<file path="src/rtl/mst_sync_pkg.sv">
package mst_sync_pkg;

  typedef enum logic {
    STD_525 = 1'b0,
    STD_625 = 1'b1
  } vid_std_e;

endpackage

</file>
<file path="src/rtl/mst_sync_ofs_reg.sv">
module mst_sync_ofs_reg #(
  parameter int              OFS_W = 10,
  parameter int              LO_W  = 8,
  parameter logic [OFS_W-1:0] RST_VAL = 10'h07E
) (
  input  logic             clk,
  input  logic             rst_n,
  input  logic             hi_we,
  input  logic             lo_we,
  input  logic [LO_W-1:0]  wdata,
  output logic [OFS_W-1:0] ofs
);

  localparam int HI_W = OFS_W - LO_W;

  logic [OFS_W-1:0] ofs_d;

  always_comb begin
    ofs_d = ofs;
    if (hi_we) ofs_d[OFS_W-1:LO_W] = wdata[HI_W-1:0];
    if (lo_we) ofs_d[LO_W-1:0]     = wdata;
  end

  always_ff @(posedge clk or negedge rst_n) begin
    if (!rst_n) ofs <= RST_VAL;
    else        ofs <= ofs_d;
  end

endmodule

</file>
<file path="src/rtl/mst_sync_hcount.sv">
module mst_sync_hcount
  import mst_sync_pkg::*;
#(
  parameter int LINE_A   = 858,
  parameter int LINE_B   = 864,
  parameter int OFS_W    = 10,
  parameter int HS_WIDTH = 64,
  parameter int HW       = 10
) (
  input  logic             clk,
  input  logic             rst_n,
  input  logic             pix_en,
  input  vid_std_e         std_sel,
  input  logic [OFS_W-1:0] ofs,
  output logic [HW-1:0]    hcnt,
  output logic             line_end,
  output logic             hs_act
);

  // wide enough for offset, position and position plus pulse width
  localparam int PW = ((OFS_W > HW) ? OFS_W : HW) + 2;

  logic [PW-1:0] len_x, ofs_x, h_x, pos, stop;
  logic [HW-1:0] hcnt_d;

  always_comb begin
    len_x  = (std_sel == STD_625) ? PW'(LINE_B) : PW'(LINE_A);
    ofs_x  = PW'(ofs);
    h_x    = PW'(hcnt);
    // one subtraction suffices: the offset range is below twice the line length
    pos    = (ofs_x >= len_x) ? (ofs_x - len_x) : ofs_x;
    stop   = pos + PW'(HS_WIDTH);
    // h_x never reaches len_x, so a window past the line end is cut there
    hs_act = (h_x >= pos) && (h_x < stop);
  end

  always_comb begin
    line_end = pix_en && (h_x >= (len_x - PW'(1)));
    hcnt_d   = hcnt;
    if (pix_en) hcnt_d = line_end ? '0 : (hcnt + HW'(1));
  end

  always_ff @(posedge clk or negedge rst_n) begin
    if (!rst_n) hcnt <= '0;
    else        hcnt <= hcnt_d;
  end

endmodule

</file>
<file path="src/rtl/mst_sync_vcount.sv">
module mst_sync_vcount
  import mst_sync_pkg::*;
#(
  parameter int FRAME_A  = 525,
  parameter int FRAME_B  = 625,
  parameter int VS_LINES = 3,
  parameter int FLDS_A   = 4,
  parameter int FLDS_B   = 8,
  parameter int FLD_W    = 3,
  parameter int VW       = 10
) (
  input  logic             clk,
  input  logic             rst_n,
  input  logic             line_end,
  input  vid_std_e         std_sel,
  output logic [VW-1:0]    vcnt,
  output logic             vs_act,
  output logic [FLD_W-1:0] fld
);

  localparam int HALF_A = (FRAME_A + 1) / 2;
  localparam int HALF_B = (FRAME_B + 1) / 2;

  logic [VW-1:0]    last_line, half, vcnt_d;
  logic [FLD_W-1:0] fld_max, fld_d;

  always_comb begin
    last_line = (std_sel == STD_625) ? VW'(FRAME_B - 1) : VW'(FRAME_A - 1);
    half      = (std_sel == STD_625) ? VW'(HALF_B) : VW'(HALF_A);
    fld_max   = (std_sel == STD_625) ? FLD_W'(FLDS_B - 1) : FLD_W'(FLDS_A - 1);
  end

  always_comb begin
    vcnt_d = vcnt;
    fld_d  = fld;
    if (line_end) begin
      vcnt_d = (vcnt >= last_line) ? '0 : (vcnt + VW'(1));
      if ((vcnt_d == '0) || (vcnt_d == half))
        fld_d = (fld >= fld_max) ? '0 : (fld + FLD_W'(1));
    end
  end

  always_comb begin
    vs_act = (vcnt < VW'(VS_LINES)) ||
             ((vcnt >= half) && (vcnt < (half + VW'(VS_LINES))));
  end

  always_ff @(posedge clk or negedge rst_n) begin
    if (!rst_n) begin
      vcnt <= '0;
      fld  <= '0;
    end else begin
      vcnt <= vcnt_d;
      fld  <= fld_d;
    end
  end

endmodule

</file>
<file path="src/rtl/mst_sync_gen.sv">
module mst_sync_gen
  import mst_sync_pkg::*;
#(
  parameter int OFS_W    = 10,
  parameter int LO_W     = 8,
  parameter int OFS_RST  = 'h07E,
  parameter int LINE_A   = 858,
  parameter int LINE_B   = 864,
  parameter int FRAME_A  = 525,
  parameter int FRAME_B  = 625,
  parameter int HS_WIDTH = 64,
  parameter int VS_LINES = 3,
  parameter int FLDS_A   = 4,
  parameter int FLDS_B   = 8,
  parameter int FLD_W    = 3
) (
  input  logic             clk,
  input  logic             rst_n,
  input  logic             pix_en,
  input  logic             master_en,
  input  logic             std_sel,
  input  logic             ofs_hi_we,
  input  logic             ofs_lo_we,
  input  logic [LO_W-1:0]  ofs_wdata,
  output logic             hs_n,
  output logic             vs_n,
  output logic [FLD_W-1:0] fld
);

  localparam int LINE_MAX  = (LINE_A > LINE_B) ? LINE_A : LINE_B;
  localparam int FRAME_MAX = (FRAME_A > FRAME_B) ? FRAME_A : FRAME_B;
  localparam int HW        = $clog2(LINE_MAX);
  localparam int VW        = $clog2(FRAME_MAX);

  logic [1:0]       rst_pipe;
  logic             rst_sync_n;
  vid_std_e         std_e;
  logic [OFS_W-1:0] ofs_q;
  logic [HW-1:0]    hcnt;
  logic [VW-1:0]    vcnt;
  logic [FLD_W-1:0] fld_q;
  logic             line_end, hs_act, vs_act;

  // asynchronous assertion, synchronous release
  always_ff @(posedge clk or negedge rst_n) begin
    if (!rst_n) rst_pipe <= 2'b00;
    else        rst_pipe <= {rst_pipe[0], 1'b1};
  end
  assign rst_sync_n = rst_pipe[1];

  assign std_e = vid_std_e'(std_sel);

  mst_sync_ofs_reg #(
    .OFS_W   (OFS_W),
    .LO_W    (LO_W),
    .RST_VAL (OFS_W'(OFS_RST))
  ) u_ofs (
    .clk   (clk),
    .rst_n (rst_sync_n),
    .hi_we (ofs_hi_we),
    .lo_we (ofs_lo_we),
    .wdata (ofs_wdata),
    .ofs   (ofs_q)
  );

  mst_sync_hcount #(
    .LINE_A   (LINE_A),
    .LINE_B   (LINE_B),
    .OFS_W    (OFS_W),
    .HS_WIDTH (HS_WIDTH),
    .HW       (HW)
  ) u_hcnt (
    .clk      (clk),
    .rst_n    (rst_sync_n),
    .pix_en   (pix_en),
    .std_sel  (std_e),
    .ofs      (ofs_q),
    .hcnt     (hcnt),
    .line_end (line_end),
    .hs_act   (hs_act)
  );

  mst_sync_vcount #(
    .FRAME_A  (FRAME_A),
    .FRAME_B  (FRAME_B),
    .VS_LINES (VS_LINES),
    .FLDS_A   (FLDS_A),
    .FLDS_B   (FLDS_B),
    .FLD_W    (FLD_W),
    .VW       (VW)
  ) u_vcnt (
    .clk      (clk),
    .rst_n    (rst_sync_n),
    .line_end (line_end),
    .std_sel  (std_e),
    .vcnt     (vcnt),
    .vs_act   (vs_act),
    .fld      (fld_q)
  );

  assign hs_n = ~(hs_act & master_en);
  assign vs_n = ~(vs_act & master_en);
  assign fld  = master_en ? fld_q : '0;

endmodule

</file>
<file path="config.mk">
export PLATFORM = sky130hd
export DESIGN_NAME = mst_sync_gen
export DESIGN_NICKNAME = d
export VERILOG_FILES = /design/src/rtl/mst_sync_pkg.sv /design/src/rtl/mst_sync_ofs_reg.sv /design/src/rtl/mst_sync_hcount.sv /design/src/rtl/mst_sync_vcount.sv /design/src/rtl/mst_sync_gen.sv
export SDC_FILE = /design/constraint.sdc
export NUM_CORES = 1
export LEC_CHECK = 0
export ABC_CLOCK_PERIOD_IN_PS = 7000
export BUFFER_PORTS_ARGS = -buffer_cell sky130_fd_sc_hd__clkbuf_2
export CAP_MARGIN = 40
export CORE_ASPECT_RATIO = 1.1
export CORE_MARGIN = 5
export CORE_UTILIZATION = 48
export DETAILED_ROUTE_END_ITERATION = 12
export GPL_TIMING_DRIVEN = 0
export PLACE_DENSITY = 0.71
export RECOVER_POWER = 25
export REMOVE_ABC_BUFFERS = 1
export SYNTH_ARGS = -nofsm -noshare
export SYNTH_HDL_FRONTEND = slang
export SYNTH_HIERARCHICAL = 1
export SYNTH_SLANG_ARGS = --single-unit
</file>
<file path="constraint.sdc">
create_clock -name clk -period 7 [get_ports clk]
set_input_delay 1.05 -clock clk [delete_from_list [all_inputs] [get_ports clk]]
set_output_delay 1.05 -clock clk [all_outputs]
set_load 0.03 [all_outputs]
</file>
* After elaboration in Yosys (flattened, before gate mapping)
Cells that the tools add are included.
Storage, ports and cells: register bits 35, output and inout bits 5
Operators by class: $add $sub $neg 7, magnitude comparators 9, equality and inequality tests 1, muxes and demuxes 9, bitwise logic cells 4, reductions and logical operators 7
Operator list (count):
- $ge 10x12->1 | 3
- $add 10x1->10 const B | 2
- $ge 10x10->1 | 2
- $mux 10 | 2
- $add 12x7->12 const B | 1
- $lt 10x12->1 | 1
- $mux 12 | 1
- $mux 6 | 2
- $sub 10x12->12 | 1
- $sub 12x1->12 const B | 1
- $add 10x2->10 const B | 1
- $eq 10x10->1 | 1
- $logic_not 10->1 | 1
- $lt 10x10->1 | 1
- $lt 10x2->1 const B | 1
- $mux 3 | 3
- $mux 7 | 1
- $add 3x1->3 const B | 1
- $ge 3x3->1 | 1
- $logic_and 1x1->1 | 3
- $and 1x1->1 | 2
- $logic_or 1x1->1 | 2
- $not 1->1 | 2
- $reduce_and 2->1 | 1

* Logic depth before layout (Yosys ltp)
depth after elaboration 8, gate-level depth with buffers 16

* Modules after synthesis
Netlist, hierarchy kept.
By module, submodules not included:
- mst_sync_hcount | times used 1, cells an instance 154, area each 1295.0 um^2, sequential area each 250.2 um^2
- mst_sync_vcount | times used 1, cells an instance 142, area each 1208.7 um^2, sequential area each 325.3 um^2
- mst_sync_ofs_reg | times used 1, cells an instance 21, area each 411.6 um^2, sequential area each 257.7 um^2
- mst_sync_gen | times used 1, cells an instance 8, area each 80.1 um^2, sequential area each 50.0 um^2

* Worst setup path before layout
Ideal clock, no wire load.
path type input to output, start point input port std_sel, end point output port hs_n, data arrival time 3.866 ns, required time 5.950 ns, slack 2.084 ns, stages on the path 15, cell sequence inv_1 > ha_1 > a21o_1 > a21o_2 > or3_1 > o31ai_2 > ha_1 > inv_1 > ha_1 > o21a_1 > o211ai_1 > o21ai_0 > a221o_1 > a21oi_2 > nand2_1
Between the ends: cells in the longest elaborated chain, start to end 8
Ends and longest elaborated chain:
- from (decl) | line mst_sync_gen.sv:21 | input logic std_sel,
- $mux 6 (*) | line mst_sync_hcount.sv:27 | len_x = (std_sel == STD_625) ? PW'(LINE_B) : PW'(LINE_A);
- $sub 10x12->12 / $ge 10x12->1 (equally long branches) | line mst_sync_hcount.sv:31 | pos = (ofs_x >= len_x) ? (ofs_x - len_x) : ofs_x;
- $mux 12 (*) | line mst_sync_hcount.sv:31
- $add 12x7->12 | line mst_sync_hcount.sv:32 | stop = pos + PW'(HS_WIDTH);
- $lt 10x12->1 | line mst_sync_hcount.sv:34 | hs_act = (h_x >= pos) && (h_x < stop);
- $logic_and 1x1->1 (*) | line mst_sync_hcount.sv:34
- named net hs_act | line mst_sync_gen.sv:42 | logic line_end, hs_act, vs_act;
- $and 1x1->1 (*) | line mst_sync_gen.sv:101 | assign hs_n = ~(hs_act & master_en);
- $not 1->1 (*) | line mst_sync_gen.sv:101
- to (decl) | line mst_sync_gen.sv:25 | output logic hs_n,
The timed path passes the listed nets; every way through them passes the cells marked *.

* Worst setup path in the final report
Same ends and word-level chain as after synthesis.

==> metrics.log <==
[metrics] maximum number of buffers from clock root to sink: 2
[metrics] Routed met1 length: 2.86 mm
[metrics] relative area change from synthesis to final layout: 8.19%
[metrics] type of the worst setup path: input port to primary output
[metrics] MaxCap Viol Count: 0
[metrics] peak supply drop: 0.0859 mV
[metrics] slew at the pin closest to its max-slew limit: 1.10 ns
[metrics] endpoint arrival time on the critical path: 4.58 ns
[metrics] average via count per standard cell: 5.76
[metrics] path type of the worst min-delay path: register to asynchronous set/reset pin
[metrics] CORE AREA: 6120 um2
[metrics] Max Fclk: 178 MHz
[metrics] Yosys cell types: 67
[metrics] Final Net Count: 391
[metrics] final sum of negative setup slack: 0 ns
[metrics] fillers: 566
[metrics] post-route clock period utilization: 80.4%
[metrics] unrepaired setup endpoints after global routing: no
[metrics] ys flop type: sky130_fd_sc_hd__dfrtp_1
[metrics] Worst setup SP type: input port
[metrics] Hold Violations, Final: 0
[metrics] Top Layer Used: met4
[metrics] DP Worst Slack: 1.37 ns
[metrics] drt first-iter violations: 97
[metrics] routed length on met3: 164 um
[metrics] number of antenna diodes: 0
[metrics] portion of the post-synthesis area used by sequential elements: 29.5%
[metrics] Synth area leaders: sky130_fd_sc_hd__dfrtp_1, sky130_fd_sc_hd__ha_1, sky130_fd_sc_hd__dfstp_2
[metrics] DR vias: 2,432
[metrics] Wirelength per Cell: 14.8 um
[metrics] drt pass-1 iters: 4
[metrics] die outline area: 7920 um2
[metrics] mean area per synthesized cell: 9.22 um2
[metrics] type of destination of the critical path: primary output
[metrics] CTS hold repair buffers: 0
[metrics] critical path endpoint: hs_n
[metrics] global-route usage over all layers: 16.9%
[metrics] area taken by multi-input logic gates: 1980 um2
[metrics] worst reg2reg path endpoint: u_vcnt/fld[0]
[metrics] H-tree level count: 2
[metrics] source of the worst register-to-register timing path: u_hcnt/hcnt[1]
[metrics] buffer cell driving the clock tree root: sky130_fd_sc_hd__clkbuf_8
[metrics] Pwr per Cell Area: 196 nW/um2
[metrics] Initial Util: 49.0%
[metrics] leftover overflow at the end of global routing: 0
[metrics] cell with the most instances after synthesis: sky130_fd_sc_hd__ha_1
[metrics] buffers inserted during post-CTS setup optimization: 0
[metrics] remaining design rule violation count: 0
[metrics] worst reg2reg setup slack: 3.92 ns
[metrics] post-detailed-routing wire length: 6.24 mm
[metrics] worst setup path start: std_sel
[metrics] flops & latches, synth: 35
[metrics] via count of the first global-routing pass: 2,423
[metrics] number of cell rows: 30
[metrics] Pins Over Slew Limit: 0
[metrics] TritonCTS clock tree: built
[metrics] slack of the critical path: 1.37 ns
[metrics] share of flip-flops with an asynchronous set or reset: 100%
[metrics] run status: completed
[metrics] top cell type by total area after synthesis: sky130_fd_sc_hd__dfrtp_1
[metrics] maximum number of pins on one net before global-route repair: 21
[metrics] weighted congestion reported at the end of routability-driven placement: 0.805
[metrics] final number of setup-violating endpoints: 0
[metrics] area used by sequential logic in the layout: 883 um2
[metrics] number of gates given a new drive strength after cts: 0
[metrics] critical path fanouts, max: 8
[metrics] Slew headroom: 26.9%
[metrics] clock transition at the register clock pins on the worst setup and hold paths after CTS: 0.07 ns
[metrics] count of synthesis-stage warnings from yosys: 6
[metrics] Port Buffer Count: 19
[metrics] cell area after technology mapping: 3000 um2
[metrics] post-synthesis instance total: 325
[metrics] clock insertion delay at the later pin of the skew report: 0.29 ns
[metrics] final antenna-violating net count: 0
[metrics] Post-synth top cells: sky130_fd_sc_hd__ha_1, sky130_fd_sc_hd__dfrtp_1, sky130_fd_sc_hd__nand2_1
[metrics] clock tree skew after final layout: 0.00686 ns
[metrics] worst reg-to-reg path cell count: 12
[metrics] number of buffers added by the clock tree synthesis step: 5
[metrics] horizontal die dimension: 85.3 um
[metrics] number of antenna violations at the first check in global routing: 0
[metrics] top-area cell type share of the netlist area: 24.2%
[metrics] routed length on met2: 3.11 mm
[metrics] number of flops mapped to enable cells by yosys: 0
[metrics] total half-perimeter wirelength after legalization and detailed placement: 4.86 mm
[metrics] critical path data required time: 5.95 ns
[metrics] clock period minus worst slack: 5.63 ns
[metrics] Die Y: 92.9 um
[metrics] Sinks on Clock Net: 35
[metrics] share of final-layout standard cells stronger than drive strength 1: 17.8%
[metrics] Top Ports: 20
[metrics] global-route wire length before repair: 11.0 mm
[metrics] leakage power: 1.50 nW
## cell families (layout without fill, tap and decap cells)
| kind of cell | Yosys count | after routing | synth area share, % |
|---|---|---|---|
| simple gates | 104 | 104 | 18.4 |
| compound gates | 83 | 83 | 20.1 |
| fa+ha+maj | 36 | 36 | 15.0 |
| flops | 35 | 35 | 29.5 |
| buf+inv | 32 | 49 | 4.51 |
| mux | 19 | 19 | 8.02 |
| xor+xnor | 15 | 15 | 4.39 |
| other cells | 1 | 1 | 0.125 |
## layout make-up
| class | count | share of cell area [%] |
|---|---|---|
| Clock buffer | 8 | 3.09 |
| Inverter | 20 | 2.32 |
| Multi-Input combinational cell | 258 | 61.0 |
| Sequential cell | 35 | 27.3 |
| Tap cell | 80 | 3.09 |
| Timing Repair Buffer | 21 | 3.24 |
## cell usage in the layout (no fill, tap or decap), types with 3 or more instances in the layout
| cell | n |
|---|---|
| sky130_fd_sc_hd__xnor2_1 | 6 |
| sky130_fd_sc_hd__nor4_1 | 4 |
| sky130_fd_sc_hd__o41ai_1 | 4 |
| sky130_fd_sc_hd__nand4_1 | 3 |
| sky130_fd_sc_hd__a21oi_1 | 16 |
| sky130_fd_sc_hd__nand2_1 | 29 |
| sky130_fd_sc_hd__and2_1 | 6 |
| sky130_fd_sc_hd__o21ai_0 | 15 |
| sky130_fd_sc_hd__mux2_4 | 9 |
| sky130_fd_sc_hd__nor2_1 | 19 |
| sky130_fd_sc_hd__o21ai_1 | 4 |
| sky130_fd_sc_hd__dfstp_2 | 6 |
| sky130_fd_sc_hd__xor2_1 | 9 |
| sky130_fd_sc_hd__nand2b_1 | 7 |
| sky130_fd_sc_hd__dfrtp_1 | 29 |
| sky130_fd_sc_hd__and3_1 | 4 |
| sky130_fd_sc_hd__clkbuf_8 | 7 |
| sky130_fd_sc_hd__clkbuf_2 | 18 |
| sky130_fd_sc_hd__nor3b_1 | 3 |
| sky130_fd_sc_hd__clkbuf_1 | 3 |
| sky130_fd_sc_hd__nor3_1 | 4 |
| sky130_fd_sc_hd__inv_1 | 20 |
| sky130_fd_sc_hd__a21o_1 | 8 |
| sky130_fd_sc_hd__nand3_1 | 10 |
| sky130_fd_sc_hd__ha_1 | 35 |
| sky130_fd_sc_hd__mux2i_1 | 6 |
| sky130_fd_sc_hd__mux2_2 | 4 |
## layer usage
metal / track usage [%] / vias up
met3: 3.11 / 11
met1: 21.7 / 1165
met2: 28.1 / 40
met5: 0 / -
met4: 6.07 / 0
li1: - / 1216
## worst min-delay path by stage
stage / endpoint / from / slack (ns) / depth (start not counted)
after CTS: u_ofs/ofs[0] / rst_pipe[1] / 0.31 / 0
final: u_ofs/ofs[0] / rst_pipe[1] / 0.24 / 0
after floorplan: rst_pipe[1] / rst_pipe[0] / 0.33 / 0
after global routing: u_ofs/ofs[0] / rst_pipe[1] / 0.29 / 0
after detailed placement: u_vcnt/fld[0] / rst_pipe[1] / 0.30 / 0
after global placement: rst_pipe[1] / rst_pipe[0] / 0.34 / 0
## report_power, final
part	internal [mW]	switching [mW]	total (mW)
Sequential	0.230	0.0350	0.265
Combinational	0.101	0.108	0.208
Clock	0.0899	0.0735	0.163
Total	0.421	0.216	0.637
## state kept, by name, summed over array words and instances (netlist names)
name	cells
u_vcnt/fld	3
rst_pipe	2
u_hcnt/hcnt	10
u_vcnt/vcnt	10
u_ofs/ofs	10
## stage by stage
stage,area (um2),cells,utilization (%),total power [mW],hold slack (ns)
4_1_cts,3270,422,53.4,0.644,0.309
3_5_place_dp,3170,414,51.7,0.478,0.304
6_report,3240,422,53.0,0.637,0.241
5_1_grt,3240,422,53.0,0.689,0.293
2_1_floorplan,2940,313,-,0.424,0.331
3_3_place_gp,3130,412,51.2,0.467,0.338
## critical path, stage by stage
cell                       delay, ns
sky130_fd_sc_hd__clkbuf_2       0.22
sky130_fd_sc_hd__inv_1          0.15
sky130_fd_sc_hd__ha_1           0.41
sky130_fd_sc_hd__a21o_1         0.22
sky130_fd_sc_hd__a21oi_4        0.09
sky130_fd_sc_hd__o22ai_2        0.39
sky130_fd_sc_hd__mux2i_1        0.29
sky130_fd_sc_hd__ha_1           0.29
sky130_fd_sc_hd__a21oi_1        0.14
sky130_fd_sc_hd__o21ai_0        0.14
sky130_fd_sc_hd__nor4_1         0.25
sky130_fd_sc_hd__o21ai_0        0.15
sky130_fd_sc_hd__a221o_1        0.32
sky130_fd_sc_hd__a21oi_2        0.16
sky130_fd_sc_hd__nand2_1        0.09
sky130_fd_sc_hd__clkbuf_2       0.19
Power figures use the tool's default switching activity.
